$ cat config.mk
export PLATFORM = sky130hd
export DESIGN_NAME = burst_col_gen
export DESIGN_NICKNAME = d
export VERILOG_FILES = /design/src/rtl/burst_col_pkg.sv /design/src/rtl/bcg_cfg_decode.sv /design/src/rtl/bcg_beat_ctr.sv /design/src/rtl/bcg_addr_map.sv /design/src/rtl/burst_col_gen.sv
export SDC_FILE = /design/constraint.sdc
export NUM_CORES = 1
export LEC_CHECK = 0
export BUFFER_PORTS_ARGS = -buffer_cell sky130_fd_sc_hd__buf_2
export CORE_MARGIN = 5
export CORE_UTILIZATION = 59
export DETAILED_ROUTE_END_ITERATION = 10
export GPL_ROUTABILITY_DRIVEN = 0
export HOLD_SLACK_MARGIN = 0.1
export PLACE_DENSITY_LB_ADDON = 0.25
export SLEW_MARGIN = 10
export SYNTH_ARGS = -nofsm -noshare
export SYNTH_HDL_FRONTEND = slang
export SYNTH_SLANG_ARGS = --single-unit
export TNS_END_PERCENT = 1
$ cat constraint.sdc
create_clock -name clk -period 5.7 [get_ports clk]
set_clock_uncertainty 0.1 [all_clocks]
set_input_delay 1.14 -clock clk [delete_from_list [all_inputs] [get_ports clk]]
set_output_delay 1.14 -clock clk [all_outputs]
set_load 0.1 [all_outputs]
$ cat src/rtl/burst_col_pkg.sv
package burst_col_pkg;

    localparam int COL_W    = 9;
    localparam int BL_SEL_W = 3;

    typedef logic [COL_W-1:0] col_t;

    typedef enum logic [BL_SEL_W-1:0] {
        BL_ONE   = 3'd0,
        BL_TWO   = 3'd1,
        BL_FOUR  = 3'd2,
        BL_EIGHT = 3'd3,
        BL_PAGE  = 3'd4
    } bl_code_e;

    typedef enum logic {
        WRAP_SEQ = 1'b0,
        WRAP_ILV = 1'b1
    } wrap_e;

    typedef struct packed {
        col_t  mask;   // low bits that move within the burst
        logic  page;   // full-page burst, no last beat
        wrap_e wrap;
    } burst_cfg_t;

    // Wrap mask for a length code: BL-1, or all ones for a page.
    function automatic col_t len_mask(input logic [BL_SEL_W-1:0] code);
        col_t m;
        case (code)
            BL_ONE:   m = '0;
            BL_TWO:   m = col_t'(1);
            BL_FOUR:  m = col_t'(3);
            BL_EIGHT: m = col_t'(7);
            default:  m = '1;
        endcase
        return m;
    endfunction

endpackage

$ cat src/rtl/bcg_cfg_decode.sv
module bcg_cfg_decode
    import burst_col_pkg::*;
(
    input  logic [BL_SEL_W-1:0] bl_sel_i,
    input  logic                wrap_sel_i,
    output burst_cfg_t          cfg_o,
    output logic                reject_o
);

    always_comb begin
        cfg_o.mask = len_mask(bl_sel_i);
        cfg_o.page = (bl_sel_i == BL_PAGE);
        cfg_o.wrap = wrap_sel_i ? WRAP_ILV : WRAP_SEQ;
        reject_o   = (bl_sel_i > BL_PAGE) ||
                     ((bl_sel_i == BL_PAGE) && wrap_sel_i);
    end

endmodule

$ cat src/rtl/bcg_beat_ctr.sv
module bcg_beat_ctr
    import burst_col_pkg::*;
(
    input  logic       clk,
    input  logic       rst,
    input  logic       load_i,
    input  logic       stop_i,
    input  logic       step_i,
    input  burst_cfg_t cfg_i,
    output col_t       beat_o,
    output logic       active_o,
    output logic       last_o
);

    col_t beat_q;
    logic active_q;

    assign last_o   = active_q && !cfg_i.page && (beat_q == cfg_i.mask);
    assign beat_o   = beat_q;
    assign active_o = active_q;

    always_ff @(posedge clk) begin
        if (rst) begin
            active_q <= 1'b0;
            beat_q   <= '0;
        end else if (load_i) begin
            active_q <= 1'b1;
            beat_q   <= '0;
        end else if (stop_i) begin
            active_q <= 1'b0;
        end else if (active_q && step_i) begin
            if (last_o) active_q <= 1'b0;
            else        beat_q   <= beat_q + col_t'(1);
        end
    end


    last_ends_chk: assert property (@(posedge clk) disable iff (rst)
        (last_o && step_i && !load_i && !stop_i) |=> !active_o);

endmodule

$ cat src/rtl/bcg_addr_map.sv
module bcg_addr_map
    import burst_col_pkg::*;
(
    input  col_t       base_i,
    input  col_t       beat_i,
    input  burst_cfg_t cfg_i,
    output col_t       col_o
);

    col_t seq_sum;
    assign seq_sum = base_i + beat_i;

    for (genvar b = 0; b < COL_W; b++) begin : g_bit
        always_comb begin
            if (!cfg_i.mask[b])
                col_o[b] = base_i[b];
            else if (cfg_i.wrap == WRAP_ILV)
                col_o[b] = base_i[b] ^ beat_i[b];
            else
                col_o[b] = seq_sum[b];
        end
    end

endmodule

$ cat src/rtl/burst_col_gen.sv
module burst_col_gen
    import burst_col_pkg::*;
(
    input  logic                clk,
    input  logic                rst,
    input  logic                start_i,
    input  logic [COL_W-1:0]    start_col_i,
    input  logic [BL_SEL_W-1:0] bl_sel_i,
    input  logic                wrap_sel_i,
    input  logic                adv_i,
    input  logic                term_i,
    output logic [COL_W-1:0]    col_o,
    output logic                valid_o,
    output logic                last_o,
    output logic                cfg_err_o
);

    burst_cfg_t cfg_new, cfg_q;
    logic       reject;
    col_t       base_q, beat;
    logic       err_q, accept, stop;

    bcg_cfg_decode u_dec (
        .bl_sel_i  (bl_sel_i),
        .wrap_sel_i(wrap_sel_i),
        .cfg_o     (cfg_new),
        .reject_o  (reject)
    );

    assign accept = start_i && !reject;
    assign stop   = term_i || (start_i && reject);

    always_ff @(posedge clk) begin
        if (rst) begin
            cfg_q  <= '0;
            base_q <= '0;
            err_q  <= 1'b0;
        end else if (start_i) begin
            err_q <= reject;
            if (!reject) begin
                cfg_q  <= cfg_new;
                base_q <= start_col_i;
            end
        end
    end

    bcg_beat_ctr u_ctr (
        .clk     (clk),
        .rst     (rst),
        .load_i  (accept),
        .stop_i  (stop),
        .step_i  (adv_i),
        .cfg_i   (cfg_q),
        .beat_o  (beat),
        .active_o(valid_o),
        .last_o  (last_o)
    );

    bcg_addr_map u_map (
        .base_i(base_q),
        .beat_i(beat),
        .cfg_i (cfg_q),
        .col_o (col_o)
    );

    assign cfg_err_o = err_q;


    start_col_chk: assert property (@(posedge clk) disable iff (rst)
        (start_i && !reject) |=> (valid_o && col_o == $past(start_col_i)));


    hold_chk: assert property (@(posedge clk) disable iff (rst)
        (valid_o && !adv_i && !start_i && !term_i) |=> (valid_o && $stable(col_o)));


    page_runs_chk: assert property (@(posedge clk) disable iff (rst)
        (valid_o && cfg_q.page && !start_i && !term_i) |=> (valid_o && !last_o));


    term_chk: assert property (@(posedge clk) disable iff (rst)
        (term_i && !start_i) |=> !valid_o);


    reject_chk: assert property (@(posedge clk) disable iff (rst)
        (start_i && reject) |=> (cfg_err_o && !valid_o));


    cfg_hold_chk: assert property (@(posedge clk) disable iff (rst)
        (valid_o && !start_i) |=> $stable(cfg_q));

endmodule

== Word-level counts from Yosys, hierarchy flattened ==
Cells that the tools add are included.

* Flip-flop bits (word level): 31
* Bits of input ports: 18
* Output and inout port bits: 12
* Word-level logic and storage cells: 68

* $add $sub $neg: 2
* Magnitude comparators: 1
* Equal/unequal tests: 5
* Multiplexer cells: 24
* Bitwise gates (word level): 12
* Reduce and logical (&&, ||, !) cells: 17

{| class="wikitable"
|+ Operators with widths
! kind !! number
|-
| $pmux 9 s4 || 1
|-
| $mux 1 || 23
|-
| $add 9x1->9 const B || 1
|-
| $add 9x9->9 || 1
|-
| $eq 9x9->1 || 1
|-
| $xor 1x1->1 || 9
|-
| $eq 3x2->1 const B || 2
|-
| $logic_and 1x1->1 || 6
|-
| $reduce_bool 3->1 || 2
|-
| $reduce_and 2->1 || 2
|-
| $eq 3x1->1 const B || 1
|-
| $eq 3x3->1 const B || 1
|-
| $gt 3x3->1 const B || 1
|-
| $logic_not 3->1 || 1
|-
| $not 1->1 || 3
|-
| $reduce_and 3->1 || 1
|-
| $logic_not 1->1 || 2
|-
| $logic_or 1x1->1 || 2
|-
| $reduce_or 2->1 || 1
|}

== Depth between registers and ports, before layout ==
Gate-level depths: netlist (run 1).

* Depth in word-level cells: 7
* Gate-level depth with buffers: 7

== By module ==
From an unflattened synthesis (run 1), not the netlist that was laid out.

* Cell total of the unflattened synthesis: 242
* Area total of the unflattened synthesis: 2123.3 um^2

{| class="wikitable"
|+ Modules (own cells, without submodules)
! module !! times used !! cells each !! area an instance (um^2) !! sequential area each (um^2)
|-
| burst_col_gen || 1 || 95 || 959.7 || 420.4
|-
| bcg_beat_ctr || 1 || 71 || 608.1 || 200.2
|-
| bcg_addr_map || 1 || 64 || 469.2 || 0.0
|-
| bcg_cfg_decode || 1 || 12 || 86.3 || 0.0
|}

== Worst setup path before layout (run 1) ==
No wires, ideal clock.

* Path type: register to output
* From: register u_ctr.beat_q[0] (netlist: u_ctr.beat_o[0])
* To: output col_o[6]
* Arrival time: 3095 ps
* Path slack: 1365 ps
* Cell stages (with the launch flop): 8
* Path buffers: 0
* Cell sequence: dfxtp_1 -> ha_1 -> fa_1 -> a21o_1 -> a21oi_1 -> o21a_1 -> o21ai_0 -> a31oi_1

* Cells in the longest elaborated chain, start to end: 3

{| class="wikitable"
|+ Ends and longest elaborated chain
! element !! RTL line !! text
|-
| start, declared || bcg_beat_ctr.sv:15 || <nowiki>col_t beat_q;</nowiki>
|-
| start signal, assigned || bcg_beat_ctr.sv:33 || <nowiki>else beat_q <= beat_q + col_t'(1);</nowiki>
|-
| $add 9x9->9 || bcg_addr_map.sv:11 || <nowiki>assign seq_sum = base_i + beat_i;</nowiki>
|-
| $mux 1 || bcg_addr_map.sv:17 || <nowiki>else if (cfg_i.wrap == WRAP_ILV)</nowiki>
|-
| $mux 1 || bcg_addr_map.sv:15 || <nowiki>if (!cfg_i.mask[b])</nowiki>
|-
| end, declared || burst_col_gen.sv:12 || <nowiki>output logic [COL_W-1:0] col_o,</nowiki>
|}

No other way between the ends.

== Final worst setup path (run 1) ==
* From: register cfg_q[9] (netlist name)
* To: output last_o

* Cells in the longest elaborated chain, start to end: 2

{| class="wikitable"
|+ Ends and longest elaborated chain
! element !! RTL line !! text
|-
| start, declared || burst_col_gen.sv:18 || <nowiki>burst_cfg_t cfg_new, cfg_q;</nowiki>
|-
| start signal, assigned || burst_col_gen.sv:41 || <nowiki>cfg_q <= cfg_new;</nowiki>
|-
| $eq 9x9->1 || bcg_beat_ctr.sv:18 || <nowiki>assign last_o = active_q && !cfg_i.page && (beat_q == cfg_i.mask);</nowiki>
|-
| $logic_and 1x1->1 || bcg_beat_ctr.sv:18 ||
|-
| end, declared || burst_col_gen.sv:14 || <nowiki>output logic last_o,</nowiki>
|}

No other way between the ends.

==> results.sh, run 1 <==
export IMPL_synth_compound_area_share_pct=26.1
export IMPL_status="completed"
export IMPL_die_w_um=63.6
export IMPL_vias=1644
export IMPL_ant_nets=0
export IMPL_dieArea_um2=4050
export IMPL_cellInternalPower_w=0.000237
export IMPL_end_kind="output port"
export IMPL_h_tree_depth=1
export IMPL_synth_xor_area_share_pct=4.13
export IMPL_area_delta_synth_final_pct=8.41
export IMPL_wl_per_cell_um=16.0
export IMPL_synth_edf_count=0
export IMPL_drc=0
export IMPL_crit_fanout=20
export IMPL_syn_num_nets=235
export IMPL_grt_overflow_total=0
export IMPL_grt_pass1_wl_um=6990
export IMPL_cts_root_buf="clkbuf_4"
export IMPL_hold_viol_final=0
export IMPL_clk_path_buf_depth=2
export IMPL_cts_tree="built"
export IMPL_hpwl_um=3170
export IMPL_sequentialPowerShare_pct=52.4
export IMPL_fmax_mhz=246
export IMPL_post_cts_buffers=0
export IMPL_final_cell_mix="buf_2, a21oi_1, dfxtp_1"
export IMPL_drv_cap=0
export IMPL_synth_ff_type="dfxtp_1"
export IMPL_ctsResizeCount=0
export IMPL_synth_warnings=0
export IMPL_setup_violations_final=0
export IMPL_cts_sinks=26
export IMPL_power_density_nw_per_um2=204
export IMPL_postPlaceCellArea_um2=1820
export IMPL_antenna_found_initial=0
export IMPL_slew_violations=0
export IMPL_crit_type="flop to output port"
export IMPL_synth_async_reset_ratio_pct=0
export IMPL_cts_buffers_inserted=3
export IMPL_final_nets=259
export IMPL_synthCells=207
export IMPL_required_ns=4.46
export IMPL_initial_core_util_pct=61.5
export IMPL_insertion_delay_ns=0.33
export IMPL_rsz0062_at_grt="false"
export IMPL_track_usage_pct=21.1
export IMPL_grt_max_degree=21
export IMPL_ys_types=53
export IMPL_synth_area_mux_share_pct=1.25
export IMPL_layout_commonest_cell="buf_2"
export IMPL_worst_ep_arrival_time_ns=2.82
export IMPL_fp_row_count=19
export IMPL_path_clk_slew_ns=0.13
export IMPL_grt_pass1_vias=1523
export IMPL_drt_iter0_markers=137
export IMPL_drive_gt1_share_pct=16.6
export IMPL_ir_drop_mv=0.186
export IMPL_p_switching_w=0.000138
export IMPL_avgSynthCellArea_um2=8.19
export IMPL_drt_first_pass_iters=4
export IMPL_port_buffers=29
export IMPL_insertedDiodeCount=0
export IMPL_setup_tns_final_ns=0
export IMPL_slew_headroom_pct=32.2
export IMPL_drt_total_wl_um=4170
export IMPL_synth_fa_ha_area_share_pct=7.82
export IMPL_ctsHoldBuffers=0
export IMPL_p_leak_nw=0.761
export IMPL_swShare_pct=36.8
export IMPL_ys_seq_elements=26
export IMPL_synthSimpleGateAreaFrac_pct=25.3
export IMPL_clkPwrFrac_pct=21.2
export IMPL_layout_worst_path_cycle_share_pct=71.3
export IMPL_hold_class="flop to flop"
export IMPL_die_y_um=63.6
export IMPL_fin_crit_ns=4.06
export IMPL_synth_cell_area_um2=1700
export IMPL_pwr_share_comb_pct=26.3
export IMPL_seq_area_frac_synth_pct=30.7
export IMPL_coreArea_um2=2760
export IMPL_tightest_slew_ns=1.02
export IMPL_ios=30
export IMPL_synth_top_family_by_area="compound AO/OA/AOI/OAI gates"
export IMPL_post_drt_via_cell_ratio=6.32
export IMPL_stdcell_area_um2=1840
export IMPL_fillers=246
export IMPL_start_kind="flop"
==> logic make-up (layout without fill, tap and decap cells) <==
logic type      Yosys count  in the layout
buf+inv                  14             36
mux                       2              2
flops                    26             26
simple gates             83             83
xor+xnor                  8              8
compound gates           64             64
fa+ha+maj                10             10
==> metal layers <==
metal / vias to the layer above / global-route usage [%] / share of wire [%] / routed length, µm
met5: - / 0 / 0 / 0
met1: 770 / 27.3 / 44 / 1860
li1: 818 / - / - / -
met3: 8 / 2.84 / 5.0 / 208
met4: 0 / 8.31 / 2.1 / 88
met2: 48 / 35.2 / 48 / 2020
==> cell usage after synthesis, types with 2 or more instances <==
master / count / area share (%)
or3_1: 9 / 3.3
nor2_1: 18 / 4.0
and2_1: 3 / 1.1
o21a_1: 4 / 1.8
o21ai_0: 3 / 0.89
dfxtp_1: 26 / 31
nor3_1: 4 / 1.2
a211oi_1: 2 / 0.89
xnor2_1: 4 / 2.1
and3_1: 2 / 0.74
a21oi_1: 26 / 7.7
o21ai_1: 5 / 1.5
xor2_1: 4 / 2.1
a21o_1: 2 / 0.89
nand2b_1: 2 / 0.74
nand4_1: 5 / 1.8
o311ai_0: 3 / 1.6
a31oi_1: 2 / 0.74
clkbuf_1: 6 / 1.3
o31a_1: 2 / 1.0
inv_1: 4 / 0.89
nand2_1: 24 / 5.3
ha_1: 9 / 6.6
buf_2: 2 / 0.59
nand3_1: 3 / 0.89
nor2b_1: 3 / 1.1
nand3b_1: 2 / 0.89
o41ai_1: 3 / 1.6
==> stage by stage <==
step,worst slack [ns],instances,utilization [%],hold slack (ns),power [W]
finish,1.64,260,66.7,0.392,0.000374
detailed placement,2.07,257,65.8,0.355,0.000299
global route,1.50,260,66.7,0.408,0.000391
CTS,1.68,260,66.7,0.386,0.000375
global placement,2.16,257,65.8,0.343,0.000296
floorplan,1.37,207,-,0.335,0.000279
==> worst paths after layout <==
kind                   from         endpoint  slack (ns)  cells past startpoint
setup / recovery   cfg_q[9]           last_o        1.64                      4
hold / removal    base_q[2]        base_q[2]        0.39                      2
setup reg to reg   cfg_q[9]  u_ctr.beat_o[8]        3.15                      5
hold reg to reg   base_q[2]        base_q[2]        0.39                      2
==> layout make-up <==
type / instances / area, µm² / area share (%)
multi-input combinational: 167 / 1100 / 59.6
sequential: 26 / 520 / 28.3
timing repair buffer: 29 / 145 / 7.90
tap: 31 / 38.8 / 2.11
clock buffer: 3 / 22.5 / 1.23
inverter: 4 / 15.0 / 0.817
==> worst max-delay path, cell delays in order, from the launching register on <==
cell       delay (ns)
dfxtp_1          0.66
and2_1           0.23
nand3_1          0.12
a2111oi_4        0.91
buf_2            0.58
==> sequential cells by signal (all words and copies together) (netlist names) <==
register        cells
base_q              9
u_ctr.beat_o        9
cfg_q               6
cfg_err_o           1
u_ctr.active_o      1
==> power groups by stage <==
stage | combinational, W | sequential, W | clock [W]
final | 0.0000986 | 0.000196 | 0.0000795
after floorplan | 0.0000755 | 0.000203 | 0
after global placement | 0.0000961 | 0.000200 | 0
after detailed placement | 0.0000986 | 0.000200 | 0
after CTS | 0.0000987 | 0.000196 | 0.0000799
after global routing | 0.000105 | 0.000197 | 0.0000886
(Power assumes the default switching activity.)
==> run 2: changes to the inputs <==
--- a/config.mk
+++ b/config.mk
@@ -5,9 +5,10 @@
 export SDC_FILE = /design/constraint.sdc
 export NUM_CORES = 1
 export LEC_CHECK = 0
+export ABC_AREA = 1
 export BUFFER_PORTS_ARGS = -buffer_cell sky130_fd_sc_hd__buf_2
 export CORE_MARGIN = 5
-export CORE_UTILIZATION = 59
+export CORE_UTILIZATION = 55
 export DETAILED_ROUTE_END_ITERATION = 10
 export GPL_ROUTABILITY_DRIVEN = 0
 export HOLD_SLACK_MARGIN = 0.1
==> constraint.sdc (replaced) <==
create_clock -name clk -period 4.3 [get_ports clk]
set_clock_uncertainty 0.1 [all_clocks]
set_input_delay 0.86 -clock clk [delete_from_list [all_inputs] [get_ports clk]]
set_output_delay 0.86 -clock clk [all_outputs]
set_load 0.1 [all_outputs]
==> run 2 against run 1 <==
Compared with the run above: core utilization decreased by 3.1 points; sequential share of layout area shrank 1.3 points; combinational power grew 18%; largest power group unchanged; critical path depth rose by 6; register-to-register slack lost 0.49 ns; clock power increased by 120%; count of clock-buffer cells in the layout unchanged; critical path type unchanged; worst hold slack got worse by 0.019 ns; worst setup slack got worse by 0.71 ns; design area grew 4.6%.
==> results.sh, run 2 <==
export IMPL_cts_root_buf="clkbuf_4"
export IMPL_crit_fanout=7
export IMPL_setup_violations_final=0
export IMPL_port_buffers=29
export IMPL_grt_util_met1_pct=23.0
export IMPL_synthCells=252
export IMPL_synth_cell_area_um2=1710
export IMPL_die_y_um=65.8
export IMPL_synth_area_leaders="dfxtp_1, nand2_1, ha_1"
export IMPL_avgSynthCellArea_um2=6.79
export IMPL_ys_seq_elements=26
export IMPL_final_core_util_pct=63.5
export IMPL_antenna_found_initial=0
export IMPL_ctsHoldBuffers=0
export IMPL_p_leak_nw=0.887
export IMPL_ctsResizeCount=0
export IMPL_synth_warnings=0
export IMPL_worstPathCellList="ha_1, fa_1, nand3_1, nand3_1, nand2_1, o21bai_1, or2_2, nand3_1, nand2_1, buf_2"
export IMPL_layout_worst_path_cycle_share_pct=78.6
export IMPL_final_cell_mix="nand2_1, buf_2, inv_1"
export IMPL_post_place_cells=319
export IMPL_start_kind="flop"
export IMPL_drive_gt1_share_pct=17.9
export IMPL_ys_types=29
export IMPL_crit_type="flop to output port"
export IMPL_hold_class="flop to flop"
export IMPL_h_tree_depth=1
export IMPL_rsz0062_at_grt="false"
export IMPL_final_nets=308
export IMPL_drv_cap=0
export IMPL_use_met2_pct=33.0
export IMPL_layout_commonest_cell="nand2_1"
export IMPL_wl_per_cell_um=11.7
export IMPL_power_density_nw_per_um2=284
export IMPL_stdcell_area_um2=1920
export IMPL_fp_row_count=20
export IMPL_p_switching_w=0.000177
export IMPL_initial_core_util_pct=56.5
export IMPL_insertion_delay_ns=0.33
export IMPL_coreArea_um2=3030
export IMPL_synth_top_area_share_pct=30.4
export IMPL_synth_edf_count=0
export IMPL_slew_headroom_pct=60.4
export IMPL_grt_pass1_wl_um=6500
export IMPL_cellInternalPower_w=0.000370
export IMPL_post_drt_via_cell_ratio=5.10
export IMPL_area_delta_synth_final_pct=12.4
export IMPL_required_ns=3.34
export IMPL_yosysTopAreaCell="dfxtp_1"
export IMPL_end_kind="output port"
export IMPL_syn_num_nets=280
export IMPL_ant_nets=0
export IMPL_hpwl_um=2910
export IMPL_sequentialPowerShare_pct=47.1
export IMPL_ios=30
export IMPL_vias=1648
export IMPL_fin_crit_ns=3.38
export IMPL_worst_path_buf_inv=1
export IMPL_pwr_share_comb_pct=21.2
export IMPL_clkPwrFrac_pct=31.7
export IMPL_slew_violations=0
export IMPL_cts_sinks=26
export IMPL_layoutNonFillerInstCount=323
export IMPL_ys_top_cells_by_count="nand2_1, inv_1, dfxtp_1"
export IMPL_grt_pass1_vias=1521
export IMPL_drc=0
export IMPL_slowest_delay_ns=0.41
export IMPL_met3_usage_pct=4.25
export IMPL_cpMostUsedCell="nand3_1"
export IMPL_cts_tree="built"
export IMPL_fmax_mhz=296
export IMPL_hold_viol_final=0
export IMPL_setup_tns_final_ns=0
export IMPL_dieArea_um2=4330
export IMPL_synth_most_common_cell="nand2_1"
export IMPL_cts_buffers_inserted=3
export IMPL_synth_async_reset_ratio_pct=0
export IMPL_critPathSlowestCell="dfxtp_1"
export IMPL_die_w_um=65.8
export IMPL_clk_path_buf_depth=2
export IMPL_drt_iter0_markers=96
export IMPL_drt_total_wl_um=3780
export IMPL_swShare_pct=32.3
export IMPL_ir_drop_mv=0.198
export IMPL_insertedDiodeCount=0
export IMPL_drt_first_pass_iters=4
export IMPL_track_usage_pct=18.7
export IMPL_postPlaceCellArea_um2=1870
export IMPL_grt_max_degree=20
export IMPL_synth_ff_type="dfxtp_1"
export IMPL_grt_busiest_layer="met2"
export IMPL_status="completed"
export IMPL_seq_area_frac_synth_pct=30.4
export IMPL_tightest_slew_ns=0.591
export IMPL_crit_family="simple AND/OR/NAND/NOR gates"
export IMPL_path_clk_slew_ns=0.15
export IMPL_grt_overflow_total=0
export IMPL_worst_ep_arrival_time_ns=2.42
export IMPL_reg2reg_setup_slack_ns=2.66
export IMPL_post_cts_buffers=0
## run 2: cell count changes after synthesis, sizes merged, moves of 6 or more
| cell | delta |
|---|---|
| o21ai | +10 |
| inv | +25 |
| clkbuf | -6 |
| nor2 | +8 |
| a21oi | -14 |
| nand2 | +47 |
| nand4 | +6 |
| nand3 | +20 |
| or3 | -9 |
## run 2: kinds of logic (layout without fill, tap and decap cells)
logic type / count (synthesis) / count (layout) / share of synthesized area [%]
AND/OR/NAND/NOR: 134 / 134 / 36.3
AO/OA/AOI/OAI: 40 / 40 / 13.5
buffers and inverters: 36 / 63 / 9.06
flip-flops: 26 / 26 / 30.4
adder cells (fa/ha/maj): 10 / 10 / 7.75
XOR/XNOR: 6 / 6 / 3.07
## run 2: through the flow
stage	total power (W)	hold slack, ns	setup WS, ns
after CTS	0.000551	0.371	0.913
after global routing	0.000569	0.415	0.782
after global placement	0.000378	0.342	1.35
after floorplan	0.000355	0.335	0.151
final	0.000547	0.373	0.921
after detailed placement	0.000379	0.351	1.31
## run 2: per-layer routing
| metal | share of wire [%] | up-vias |
|---|---|---|
| li1 | - | 883 |
| met1 | 48 | 733 |
| met2 | 46 | 30 |
| met3 | 5.3 | 2 |
| met4 | 0.45 | 0 |
| met5 | 0 | - |
## run 2: cell type report
class	count	area, µm²
flip-flops and latches	26	520
clock inverters	1	30.0
clock buffers	3	22.5
repair buffers	29	145
fillers	304	1100
inverters	30	114
multi-input cells	190	1040
well taps	44	55.1
## run 2: worst paths after layout
check                   from              end  cells past startpoint
min reg2reg         cfg_q[1]         cfg_q[1]                      2
max reg2reg  u_ctr.beat_o[1]  u_ctr.beat_o[8]                      7
min                 cfg_q[1]         cfg_q[1]                      2
max          u_ctr.beat_o[0]         col_o[6]                     10
## run 2: tightest hold or removal path, delay by kind of cell (launching register included)
kind | cells | cell delay (ns)
flip-flops | 1 | 0.33
buffers and inverters | 1 | 0.06
AO/OA/AOI/OAI | 1 | 0.06
## run 2: power groups by stage
| stage | Combinational (W) | Sequential [W] | Clock, W |
|---|---|---|---|
| after floorplan | 0.0000858 | 0.000269 | 0 |
| after global routing | 0.000126 | 0.000259 | 0.000184 |
| after CTS | 0.000117 | 0.000258 | 0.000176 |
| after detailed placement | 0.000116 | 0.000263 | 0 |
| after global placement | 0.000116 | 0.000262 | 0 |
| final | 0.000116 | 0.000258 | 0.000173 |
==> run 3: changes to the inputs <==
--- a/config.mk
+++ b/config.mk
@@ -5,10 +5,10 @@
 export SDC_FILE = /design/constraint.sdc
 export NUM_CORES = 1
 export LEC_CHECK = 0
-export ABC_AREA = 1
+export ABC_AREA = 0
 export BUFFER_PORTS_ARGS = -buffer_cell sky130_fd_sc_hd__buf_2
 export CORE_MARGIN = 5
-export CORE_UTILIZATION = 55
+export CORE_UTILIZATION = 50
 export DETAILED_ROUTE_END_ITERATION = 10
 export GPL_ROUTABILITY_DRIVEN = 0
 export HOLD_SLACK_MARGIN = 0.1
==> constraint.sdc (replaced) <==
create_clock -name clk -period 3.08 [get_ports clk]
set_clock_uncertainty 0.1 [all_clocks]
set_input_delay 0.616 -clock clk [delete_from_list [all_inputs] [get_ports clk]]
set_output_delay 0.616 -clock clk [all_outputs]
set_load 0.1 [all_outputs]
==> run 3 against run 2 <==
Compared with the run above: worst hold slack improved by 0.016 ns; final cell count decreased by 12%; sequential share of layout area decreased by 1.9 points; largest cell class unchanged.
==> results.sh, run 3 (same netlist as run 1, synthesis figures left out) <==
export IMPL_multi_input_area_um2=1180
export IMPL_drv_cap=0
export IMPL_power_density_nw_per_um2=344
export IMPL_h_tree_depth=1
export IMPL_drt_total_wl_um=3910
export IMPL_track_usage_pct=18.1
export IMPL_start_kind="flop"
export IMPL_area_delta_synth_final_pct=23.8
export IMPL_die_w_um=68.2
export IMPL_crit_fanout=4
export IMPL_seqCellArea_um2=528
export IMPL_cts_tree="built"
export IMPL_slew_headroom_pct=59.8
export IMPL_hold_viol_final=0
export IMPL_cts_sinks=26
export IMPL_setup_ws_ns=0.00977
export IMPL_grt_overflow_total=0
export IMPL_grt_pass1_vias=1414
export IMPL_grt_max_degree=21
export IMPL_status="completed"
export IMPL_drt_iter0_markers=135
export IMPL_fp_row_count=21
export IMPL_ant_nets=0
export IMPL_ir_drop_mv=0.206
export IMPL_final_cell_mix="nand2_1, buf_2, a21oi_1, dfxtp_1, nor2_1"
export IMPL_ctsHoldBuffers=0
export IMPL_wl_per_cell_um=13.8
export IMPL_setup_violations_final=0
export IMPL_cts_root_buf="clkbuf_4"
export IMPL_pre_cts_slack_ns=0.149
export IMPL_fmax_mhz=326
export IMPL_layout_worst_path_cycle_share_pct=99.7
export IMPL_insertedDiodeCount=0
export IMPL_worst_ep_arrival_time_ns=2.35
export IMPL_slew_violations=0
export IMPL_drive_gt1_share_pct=27.4
export IMPL_drt_first_pass_iters=4
export IMPL_crit_type="flop to output port"
export IMPL_hpwl_um=3000
export IMPL_final_nets=267
export IMPL_rsz0062_at_grt="true"
export IMPL_layout_commonest_cell="nand2_1"
export IMPL_tightest_slew_ns=0.602
export IMPL_insertion_delay_ns=0.34
export IMPL_dieArea_um2=4660
export IMPL_fillers=297
export IMPL_grt_pass1_wl_um=6400
export IMPL_port_buffers=29
export IMPL_coreArea_um2=3310
export IMPL_end_kind="output port"
export IMPL_post_drt_via_cell_ratio=5.70
export IMPL_antenna_found_initial=0
export IMPL_clk_path_buf_depth=2
export IMPL_hold_class="flop to flop"
export IMPL_ios=30
export IMPL_initial_core_util_pct=51.2
export IMPL_reg2reg_setup_slack_ns=0.81
export IMPL_path_clk_slew_ns=0.15
export IMPL_p_leak_nw=0.817
export IMPL_fin_crit_ns=3.07
export IMPL_setup_tns_final_ns=0
export IMPL_required_ns=2.36
export IMPL_vias=1612
export IMPL_die_y_um=68.2
export IMPL_drc=0
export IMPL_cts_buffers_inserted=3
-- run 3: cell types whose count changed in the layout (fill, tap and decap cells not counted), moves of 5 or more --
| cell | before | now |
|---|---|---|
| buf_12 | 0 | 6 |
| or3_1 | 0 | 9 |
| nand2_1 | 68 | 24 |
| o21ai_0 | 17 | 3 |
| nand3_1 | 19 | 3 |
| nand4_1 | 11 | 5 |
| buf_2 | 29 | 23 |
| a21oi_1 | 13 | 22 |
| inv_1 | 27 | 4 |
| a21oi_2 | 0 | 5 |
| buf_4 | 0 | 8 |
-- run 3: metal layers --
metal	GRT usage, %	up-vias	wire [µm]
met5	0	-	0
met4	5.96	0	50
met3	2.46	5	151
met2	30.2	35	1850
met1	24.0	732	1860
li1	-	840	-
-- run 3: repair_timing --
item | CTS | global route
setup endpoints to repair | 5 | 5
setup buffers | 1 | 2
resized for setup | 4 | 15
pin swaps | 1 | 5
-- run 3: area by class of cell --
| type | instances | share of cell area (%) |
|---|---|---|
| Multi-Input combinational cell | 167 | 56.2 |
| Sequential cell | 26 | 25.2 |
| Timing Repair Buffer | 37 | 14.1 |
| Tap cell | 46 | 2.74 |
| Clock buffer | 3 | 1.07 |
| Inverter | 4 | 0.716 |
-- run 3: path summary, 6_finish.rpt --
kind / to / depth (start not counted) / startpoint
max: col_o[8] / 7 / u_ctr.beat_o[0]
min: cfg_q[1] / 1 / cfg_q[1]
max reg2reg: u_ctr.beat_o[8] / 6 / cfg_q[9]
min reg2reg: cfg_q[1] / 1 / cfg_q[1]
-- run 3: critical path: stages, from the launching register on --
cell	delay [ns]
dfxtp_4	0.38
ha_4	0.16
fa_2	0.33
a21o_1	0.21
a31oi_4	0.24
o221ai_2	0.12
a221o_1	0.40
buf_12	0.18
-- run 3: where the power goes --
group          switching, W  internal (W)
clock              0.000108     0.0000461
combinational      0.000144     0.0000631
sequential        0.0000144      0.000348
-- run 3: through the flow --
step	total power, W	instances	hold WS [ns]	util, %	area [µm²]
after global placement	0.000572	277	0.352	59.7	1980
final	0.000723	283	0.389	63.4	2100
after global routing	0.000751	283	0.394	63.4	2100
after detailed placement	0.000574	277	0.363	59.7	1980
after floorplan	0.000517	207	0.335	-	1710
after CTS	0.000724	281	0.388	61.1	2020
